File: config.mk
export PLATFORM = sky130hd
export DESIGN_NAME = irq_router
export DESIGN_NICKNAME = d
export VERILOG_FILES = /design/src/rtl/irq_rt_pkg.sv /design/src/rtl/irq_rt_route_map.sv /design/src/rtl/irq_rt_msg.sv /design/src/rtl/irq_router.sv
export SDC_FILE = /design/constraint.sdc
export NUM_CORES = 1
export LEC_CHECK = 0
export BUFFER_PORTS_ARGS = -buffer_cell sky130_fd_sc_hd__buf_2
export CAP_MARGIN = 5
export CORE_AREA = 3 3 154 156
export CTS_CLUSTER_DIAMETER = 30
export DETAILED_ROUTE_END_ITERATION = 7
export DIE_AREA = 0 0 157 159
export PLACE_DENSITY = 0.68
export SLEW_MARGIN = 20
export SYNTH_ARGS = -nofsm -noshare
export SYNTH_HDL_FRONTEND = slang
export SYNTH_SLANG_ARGS = --single-unit
File: constraint.sdc
create_clock -name clk -period 1.4 [get_ports clk]
set_input_delay 0.28 -clock clk [delete_from_list [all_inputs] [get_ports clk]]
set_output_delay 0.28 -clock clk [all_outputs]
set_load 0.02 [all_outputs]
File: src/rtl/irq_rt_pkg.sv
package irq_rt_pkg;

    localparam int MSG_HALF_W = 32;
    localparam int MSG_WORD_W = 2 * MSG_HALF_W;

    typedef struct packed {
        logic [MSG_HALF_W-1:0] addr;
        logic [MSG_HALF_W-1:0] data;
    } msg_word_t;

endpackage

File: src/rtl/irq_rt_route_map.sv
module irq_rt_route_map #(
    parameter int NUM_CH     = 4,
    parameter int ROUTE_W    = 5,
    parameter int LEG_LINE_A = 0,
    parameter int LEG_LINE_B = 8
) (
    input  logic [NUM_CH*ROUTE_W-1:0] route_i,
    input  logic                      legacy_i,
    output logic [ROUTE_W-1:0]        eff_o [NUM_CH]
);

    localparam logic [ROUTE_W-1:0] LINE_A = ROUTE_W'(LEG_LINE_A);
    localparam logic [ROUTE_W-1:0] LINE_B = ROUTE_W'(LEG_LINE_B);

    for (genvar c = 0; c < NUM_CH; c++) begin : g_ch
        if (c == 0) begin : g_first
            assign eff_o[c] = legacy_i ? LINE_A : route_i[c*ROUTE_W +: ROUTE_W];
        end else if (c == 1) begin : g_second
            assign eff_o[c] = legacy_i ? LINE_B : route_i[c*ROUTE_W +: ROUTE_W];
        end else begin : g_plain
            assign eff_o[c] = route_i[c*ROUTE_W +: ROUTE_W];
        end
    end

endmodule

File: src/rtl/irq_rt_msg.sv
module irq_rt_msg
    import irq_rt_pkg::*;
#(
    parameter int NUM_CH = 4
) (
    input  logic                         clk,
    input  logic                         rst_n,
    input  logic [NUM_CH-1:0]            send_i,
    input  logic [NUM_CH*MSG_WORD_W-1:0] word_i,
    input  logic                         ack_i,
    output logic                         req_o,
    output logic [MSG_HALF_W-1:0]        addr_o,
    output logic [MSG_HALF_W-1:0]        data_o
);

    typedef struct packed {
        logic      busy;
        logic      req;
        msg_word_t word;
    } mst_t;

    mst_t m_d, m_q;

    always_comb begin
        m_d     = m_q;
        m_d.req = 1'b0;
        if (m_q.busy && ack_i) begin
            m_d.busy = 1'b0;
        end
        if (!m_q.busy) begin
            // scan downward so the lowest firing channel is the last written
            for (int c = NUM_CH - 1; c >= 0; c--) begin
                if (send_i[c]) begin
                    m_d.word = msg_word_t'(word_i[c*MSG_WORD_W +: MSG_WORD_W]);
                    m_d.req  = 1'b1;
                    m_d.busy = 1'b1;
                end
            end
        end
    end

    always_ff @(posedge clk or negedge rst_n) begin
        if (!rst_n) begin
            m_q <= '0;
        end else begin
            m_q <= m_d;
        end
    end

    assign req_o  = m_q.req;
    assign addr_o = m_q.word.addr;
    assign data_o = m_q.word.data;

    // the request strobe lasts a single cycle
    p_req_pulse_r8: assert property (@(posedge clk) disable iff (!rst_n)
        m_q.req |=> !m_q.req);

    // address and data stay put while waiting for the acknowledge
    p_word_hold_r8: assert property (@(posedge clk) disable iff (!rst_n)
        (m_q.busy && !m_q.req) |-> $stable(m_q.word));

endmodule

File: src/rtl/irq_router.sv
module irq_router
    import irq_rt_pkg::*;
#(
    parameter  int NUM_CH     = 4,
    parameter  int NUM_LINES  = 24,
    parameter  int INV_BASE   = 16,
    parameter  int LEG_LINE_A = 0,
    parameter  int LEG_LINE_B = 8,
    localparam int ROUTE_W    = $clog2(NUM_LINES)
) (
    input  logic                         clk,
    input  logic                         rst_n,
    input  logic [NUM_CH-1:0]            fire_i,
    input  logic [NUM_CH-1:0]            ch_en_i,
    input  logic [NUM_CH-1:0]            ch_level_i,
    input  logic [NUM_CH-1:0]            ch_msg_i,
    input  logic [NUM_CH*ROUTE_W-1:0]    ch_route_i,
    input  logic [NUM_CH*MSG_WORD_W-1:0] ch_msg_route_i,
    input  logic                         glb_en_i,
    input  logic                         legacy_i,
    input  logic [NUM_CH-1:0]            clr_i,
    input  logic                         pit_i,
    input  logic                         rtc_i,
    input  logic                         msg_ack_i,
    output logic [NUM_LINES-1:0]         irq_o,
    output logic [NUM_CH-1:0]            status_o,
    output logic                         pit_en_o,
    output logic                         msg_req_o,
    output logic [MSG_HALF_W-1:0]        msg_addr_o,
    output logic [MSG_HALF_W-1:0]        msg_data_o
);

    typedef struct packed {
        logic [NUM_LINES-1:0] line;    // logical assertion, before polarity
        logic [NUM_CH-1:0]    stat;
        logic [NUM_CH-1:0]    msg_en;
        logic                 legacy;
        logic                 rtc_lat;
    } st_t;

    st_t st_d, st_q;

    logic [ROUTE_W-1:0] eff_route [NUM_CH];
    logic [NUM_CH-1:0]  go;
    logic [NUM_CH-1:0]  send;
    logic               leaving;

    irq_rt_route_map #(
        .NUM_CH     (NUM_CH),
        .ROUTE_W    (ROUTE_W),
        .LEG_LINE_A (LEG_LINE_A),
        .LEG_LINE_B (LEG_LINE_B)
    ) u_map (
        .route_i  (ch_route_i),
        .legacy_i (legacy_i),
        .eff_o    (eff_route)
    );

    assign go      = ch_en_i & {NUM_CH{glb_en_i}};
    assign send    = fire_i & go & ch_msg_i;
    assign leaving = st_q.legacy & ~legacy_i;

    always_comb begin
        st_d         = st_q;
        st_d.legacy  = legacy_i;
        st_d.rtc_lat = rtc_i;
        st_d.msg_en  = ch_msg_i;

        for (int c = 0; c < NUM_CH; c++) begin
            if (clr_i[c]) begin
                st_d.stat[c] = 1'b0;
            end
            if (fire_i[c]) begin
                if (!go[c]) begin
                    st_d.stat[c] = 1'b0;
                end else if (!ch_msg_i[c]) begin
                    st_d.stat[c] = ch_level_i[c];
                end
            end
            if (ch_msg_i[c] && !st_q.msg_en[c]) begin
                st_d.stat[c] = 1'b0;
            end
        end

        st_d.line = '0;
        for (int c = 0; c < NUM_CH; c++) begin
            if (!ch_msg_i[c] && int'(eff_route[c]) < NUM_LINES) begin
                if (st_d.stat[c] && ch_level_i[c]) begin
                    st_d.line[eff_route[c]] = 1'b1;
                end
                if (fire_i[c] && go[c] && !ch_level_i[c]) begin
                    st_d.line[eff_route[c]] = 1'b1;
                end
            end
        end

        if (!legacy_i) begin
            st_d.line[LEG_LINE_A] = st_d.line[LEG_LINE_A] | (pit_i & ~leaving);
            st_d.line[LEG_LINE_B] = st_d.line[LEG_LINE_B] | st_d.rtc_lat;
        end
    end

    always_ff @(posedge clk or negedge rst_n) begin
        if (!rst_n) begin
            st_q <= '0;
        end else begin
            st_q <= st_d;
        end
    end

    for (genvar l = 0; l < NUM_LINES; l++) begin : g_pol
        if (l >= INV_BASE) begin : g_low
            assign irq_o[l] = ~st_q.line[l];
        end else begin : g_high
            assign irq_o[l] = st_q.line[l];
        end
    end

    assign status_o = st_q.stat;
    assign pit_en_o = ~st_q.legacy;

    irq_rt_msg #(
        .NUM_CH (NUM_CH)
    ) u_msg (
        .clk    (clk),
        .rst_n  (rst_n),
        .send_i (send),
        .word_i (ch_msg_route_i),
        .ack_i  (msg_ack_i),
        .req_o  (msg_req_o),
        .addr_o (msg_addr_o),
        .data_o (msg_data_o)
    );

    for (genvar c = 0; c < NUM_CH; c++) begin : g_chk
        // a lone clear empties the status bit
        p_clear_r4: assert property (@(posedge clk) disable iff (!rst_n)
            (clr_i[c] && !fire_i[c]) |=> !status_o[c]);

        // a set status bit holds when nothing acts on it
        p_level_hold_r3: assert property (@(posedge clk) disable iff (!rst_n)
            (status_o[c] && !clr_i[c] && !fire_i[c] && !(ch_msg_i[c] && !st_q.msg_en[c]))
            |=> status_o[c]);
    end

    // legacy mode takes the enable output low
    p_pit_en_r11: assert property (@(posedge clk) disable iff (!rst_n)
        legacy_i |=> !pit_en_o);

    // clock input reaches its line outside legacy mode
    p_rtc_pass_r10: assert property (@(posedge clk) disable iff (!rst_n)
        (!legacy_i && rtc_i) |=> st_q.line[LEG_LINE_B]);

endmodule

# Word-level counts from Yosys, hierarchy flattened
# Cells that the tools add are included.
[op_classes] mux=54 n_reduce_logical=39 n_bitwise=26 n_lt_le_gt_ge=12
[ops] op="24-bit 2-to-1 mux" count=16
[ops] op="66-bit 2-to-1 mux" count=5
[ops] op="24-bit OR" count=7
[ops] op="1-bit 2-to-1 mux" count=27
[ops] op="1-bit logical AND" count=25
[ops] op="5-bit by 6-bit less-than comparator with 1-bit output (second input constant)" count=4
[ops] op="1-bit demux with 5-bit select" count=4
[ops] op="5-bit by 1-bit >= comparator with 1-bit output (second input constant)" count=4
[ops] op="5-bit less-than comparator (second input constant)" count=4
[ops] op="4-bit AND" count=3
[ops] op="1-bit zero test" count=12
[ops] op="1-bit inverter" count=12
[ops] op="5-bit 2-to-1 mux" count=2
[ops] op="4-bit nonzero test" count=1
[ops] op="1-bit AND" count=2
[ops] op="1-bit OR" count=2
[ops] op="2-bit AND reduction" count=1
[word_totals] in_bits=303 register_bits=99 out_inout_bits=94 elab_cells=139

# Longest topological paths before layout
[logic_depth] word_depth=31 ltp_mapped=8 depth_no_buf=5

# Modules after synthesis
# A second synthesis with hierarchy kept.
[hier_totals] hier_cells=758 area_unflattened_um2=6811.5
[by_module_without_submodules] module="irq_rt_msg" cells_each=452 area_each_um2=4239.1 seq_area_each_um2=1651.6 n_inst=1
[by_module_without_submodules] module="irq_router" cells_each=286 area_each_um2=2434.8 seq_area_each_um2=825.8 n_inst=1
[by_module_without_submodules] module="irq_rt_route_map" cells_each=20 area_each_um2=137.6 seq_area_each_um2=0.0 n_inst=1

# Worst setup path before layout
# Ideal clock, no wire load.
[synth_timing] path_type="flip-flop to flip-flop" startpoint="reg st_q, in the netlist status_o[3]" endpoint="reg st_q, in the netlist irq_o[4]" setup_ps=139 path_buffers=1 t_arrival_ps=1348 slack_ps=-87 period_less_slack_ps=1487 stages_incl_launch_ff=7 path_cell_list="dfrtp_1 and3b_1 o22ai_1 buf_2 nor2_1 a32oi_1 o221ai_1"
[synth_rtl] item="start, declared" line_no="irq_router.sv:41" text="st_t st_d, st_q;"
[synth_rtl] item="start signal, assigned" line_no="irq_router.sv:107" text="st_q <= st_d;"

==> impl_metrics.csv <==
group,metric,value,unit
cts,clkLatencyLatePin,0.34,ns
logic_synthesis,synth_edf_count,0,
critical_path,path_depth,7,
pwr,power_leakage,4.540,nW
sta,worstMarginPinSlew,0.5179,ns
cts,cts_tree,"built",
logic_synthesis,async_reset_ff_frac,1.000,
global_route,grt_remaining_overflow,0,
pwr,power_switching,3.904,mW
min_path,hold_end,"st_q[4]$_DFF_PN0_",
cts,path_clk_slew,0.08,ns
pwr,p_int,6.513,mW
critical_path,slowest_stage,"dfrtp_1",
placed_design,dpl_cell_area,9049,sq um
cells_and_area,final_cells,1446,
critical_path,worst_setup_path_start_kind,"register",
run,cap_viol_max_count,0,
global_route,grt_pass1_wl,42380,um
global_route,grt.total_usage,0.2128,
critical_path,reg2reg_from,"status_o[3]$_DFF_PN0_",
critical_path,end_kind,"register",
placed_design,place_congestion,0.9731,
sta,skew,0.01132,ns
pwr,power,10.42,mW
critical_path,path_delay_family,"compound AO/OA/AOI/OAI gates",
cells_and_area,drive_gt1_frac,0.4724,
cts,cts.path.max_buffers,2,
critical_path,critical_path_class,"reg -> reg",
routing,ant_nets,0,
cts,cts_root_buffer,"clkbuf_16",
min_path,hold_start,"ch_msg_i[2]",
floorplan,initial_core_util,0.3031,
critical_path,arrival,1.79,ns
floorplan,fp.dieW,157,um
critical_path,cp_num_buf_inv,2,
routing,drc,0,
sta,max_freq,634.7,MHz
critical_path,crit_fanout,24,
logic_synthesis,avgSynthCellArea,8.624,sq um
sta,fin_crit,1.575,ns
cells_and_area,nets,1458,
logic_synthesis,yosysWarnings,0,
routing,drtIter0Drc,707,
global_route,grt_max_degree,74,
logic_synthesis,synth_area,6822,sq um
logic_synthesis,synth_cells,791,
sta,hold_viol_final,0,
global_route,antenna_found_initial,4,
routing,vias,8000,
run_status,violations,"setup timing",
pwr,powerDensity,1047,nW/um^2
placed_design,hpwl,21420,um
floorplan,die_area,24960,sq um
logic_synthesis,synth.distinct_cells,50,
pwr,p_comb_frac,0.377,
pwr,swShare,0.3748,
routing,viasPerCell,5.533,
critical_path,crit_chain,"and3b_1 -> o22ai_4 -> buf_12 -> o32ai_1 -> buf_4 -> a31oi_1 -> o21ai_1",
sta,worst_slack,-0.1754,ns
sta,finalCritPeriodShare,1.125,
logic_synthesis,synth_nets,1094,
pwr,peakVddDrop,621.0,uV
cts,cts_buffers,9,
sta,finalMaxSlewViolations,0,
pwr,clkPwrFrac,0.255,
sta,setup_viol_count_final,25,
global_route,first_global_vias,7595,
floorplan,core,22500,sq um
cells_and_area,areaGrowthSynthToFinish,45.80,%
min_path,timing.hold.worst.class,"in -> reg",
critical_path,crit_path_max_incr_delay,0.40,ns
routing,finalWirelength,30740,um
floorplan,num_rows,55,
critical_path,r2r_slack,-0.18,ns
routing,wl_per_cell,21.26,um
critical_path,r2r-end,"st_q[31]$_DFF_PN0_",
run_status,status,"finished with violations",
critical_path,r2r_cells,7,
floorplan,die_h,159,um
pwr,power_frac_seq,0.368,
sta,rsz0062_at_grt,"true",
min_path,hold_depth,1,
floorplan,io_pins,397,
sta,worst_slew_margin_rel,0.6515,
logic_synthesis,synth-main-ff-cell,"dfrtp_1",
cts,clock-sinks,99,
logic_synthesis,synth_seq_area_share,0.3632,
logic_synthesis,synth-seq-cells,99,
placed_design,dp_cells,1402,
cts,ctsHtreeMaxLevel,3,
routing,first_pass_iters,5,
cells_and_area,fin_area,9946,sq um
critical_path,crit_required,1.62,ns
placed_design,io_buffers,396,
metal layers:
| metal | track usage | vias up | share of wire |
|---|---|---|---|
| met5 | 0 | - | 0.0011 |
| met4 | 0.06446 | 6 | 0.028 |
| met3 | 0.05463 | 66 | 0.095 |
| met2 | 0.3751 | 496 | 0.50 |
| met1 | 0.2521 | 3772 | 0.38 |
| li1 | - | 3660 | - |
metrics by stage:
stage / util / worst slack, ns / TNS [ns] / hold slack, ns
after CTS: 0.4195 / -0.1712 / -2.260 / 0.1112
final: 0.4420 / -0.1754 / -2.590 / 0.06282
after floorplan: - / -0.02891 / -0.5783 / -0.01559
after global placement: 0.4021 / -0.3965 / -26.25 / 0.2845
after global routing: 0.4420 / -0.2277 / -3.929 / 0.04375
after detailed placement: 0.4021 / -0.3965 / -27.38 / 0.2886
area by class of cell:
| class | instances | area, sq um |
|---|---|---|
| fill | 2222 | 12560 |
| multi-input combinational | 525 | 3422 |
| timing repair buffer | 503 | 3318 |
| sequential | 99 | 2477 |
| tap | 285 | 356.6 |
| clock buffer | 9 | 225.2 |
| clock inverter | 7 | 80.08 |
| inverter | 17 | 63.81 |
| antenna | 1 | 2.502 |
how the worst max path moves through the flow:
stage / start / to / slack, ns
after global placement: glb_en_i / u_msg.data_o[5]$_DFFE_PN0P_ / -0.40
after detailed placement: glb_en_i / u_msg.addr_o[5]$_DFFE_PN0P_ / -0.40
after CTS: status_o[3]$_DFF_PN0_ / st_q[31]$_DFF_PN0_ / -0.17
after floorplan: glb_en_i / u_msg.addr_o[10]$_DFFE_PN0P_ / -0.03
after global routing: status_o[3]$_DFF_PN0_ / st_q[31]$_DFF_PN0_ / -0.23
final: status_o[3]$_DFF_PN0_ / st_q[31]$_DFF_PN0_ / -0.18
repair_timing:
item	in CTS	in global routing
hold buffers	1	0
hold endpoints to repair	99	0
gates cloned	1	14
gates resized for setup	13	41
pin swaps	5	22
buffers inserted	2	11
setup endpoints to repair	26	85
power by group through the flow:
| stage | clock (mW) | sequential (mW) | combinational (mW) |
|---|---|---|---|
| finish | 2.65 | 3.84 | 3.93 |
| global route | 2.86 | 3.91 | 4.20 |
| CTS | 2.75 | 3.83 | 3.67 |
| detailed placement | 0 | 3.89 | 3.63 |
| global placement | 0 | 3.87 | 3.59 |
| floorplan | 0 | 3.80 | 2.84 |
sequential cells by signal, indices dropped and copies added (netlist names):
signal / count
u_msg.req_o: 1
st_q: 13
u_msg.data_o: 32
u_msg.m_q: 1
u_msg.addr_o: 32
irq_o: 16
status_o: 4
cell usage after synthesis, types with 5 or more instances:
library cell	instances	share of area
a21oi_1	12	0.0088
a221o_1	64	0.094
a31oi_1	79	0.072
buf_2	37	0.027
buf_4	93	0.10
clkbuf_1	15	0.0083
dfrtp_1	99	0.36
inv_1	17	0.0094
nand2_1	81	0.045
nand2b_1	5	0.0046
nand3_1	18	0.013
nand3b_1	7	0.0077
nor2_1	83	0.046
nor2b_1	7	0.0064
nor3_1	10	0.0073
nor3b_1	8	0.0088
o211ai_1	76	0.084
o21ai_0	15	0.011
o32ai_1	13	0.017
cells in the final DEF, fill, tap and decap left out, types with 2 or more instances in the layout:
cell type / n
buf_2: 386
o211ai_1: 76
nand3_1: 17
buf_4: 68
o32ai_1: 13
o21ai_1: 7
inv_6: 3
o21ai_0: 7
and3_4: 2
nor2_1: 82
buf_6: 16
a31oi_1: 78
and3_1: 2
nand2b_1: 5
nand4b_1: 2
o21bai_1: 2
a221o_1: 64
buf_12: 18
o2111ai_1: 2
nor2b_1: 6
or3_1: 2
nor4_1: 2
buf_8: 3
nor3b_1: 4
a21o_1: 4
a21oi_1: 11
buf_16: 2
nand2_1: 79
nor3_1: 10
nor3b_2: 4
nand3b_1: 7
dfrtp_1: 99
clkbuf_16: 18
inv_1: 17
cells by family after synthesis:
group,after synthesis,synth area share
compound gates,282,0.3162
simple gates,243,0.1664
buf+inv,167,0.1543
flops,99,0.3632
No activity file was read; power rests on OpenSTA's default activity.
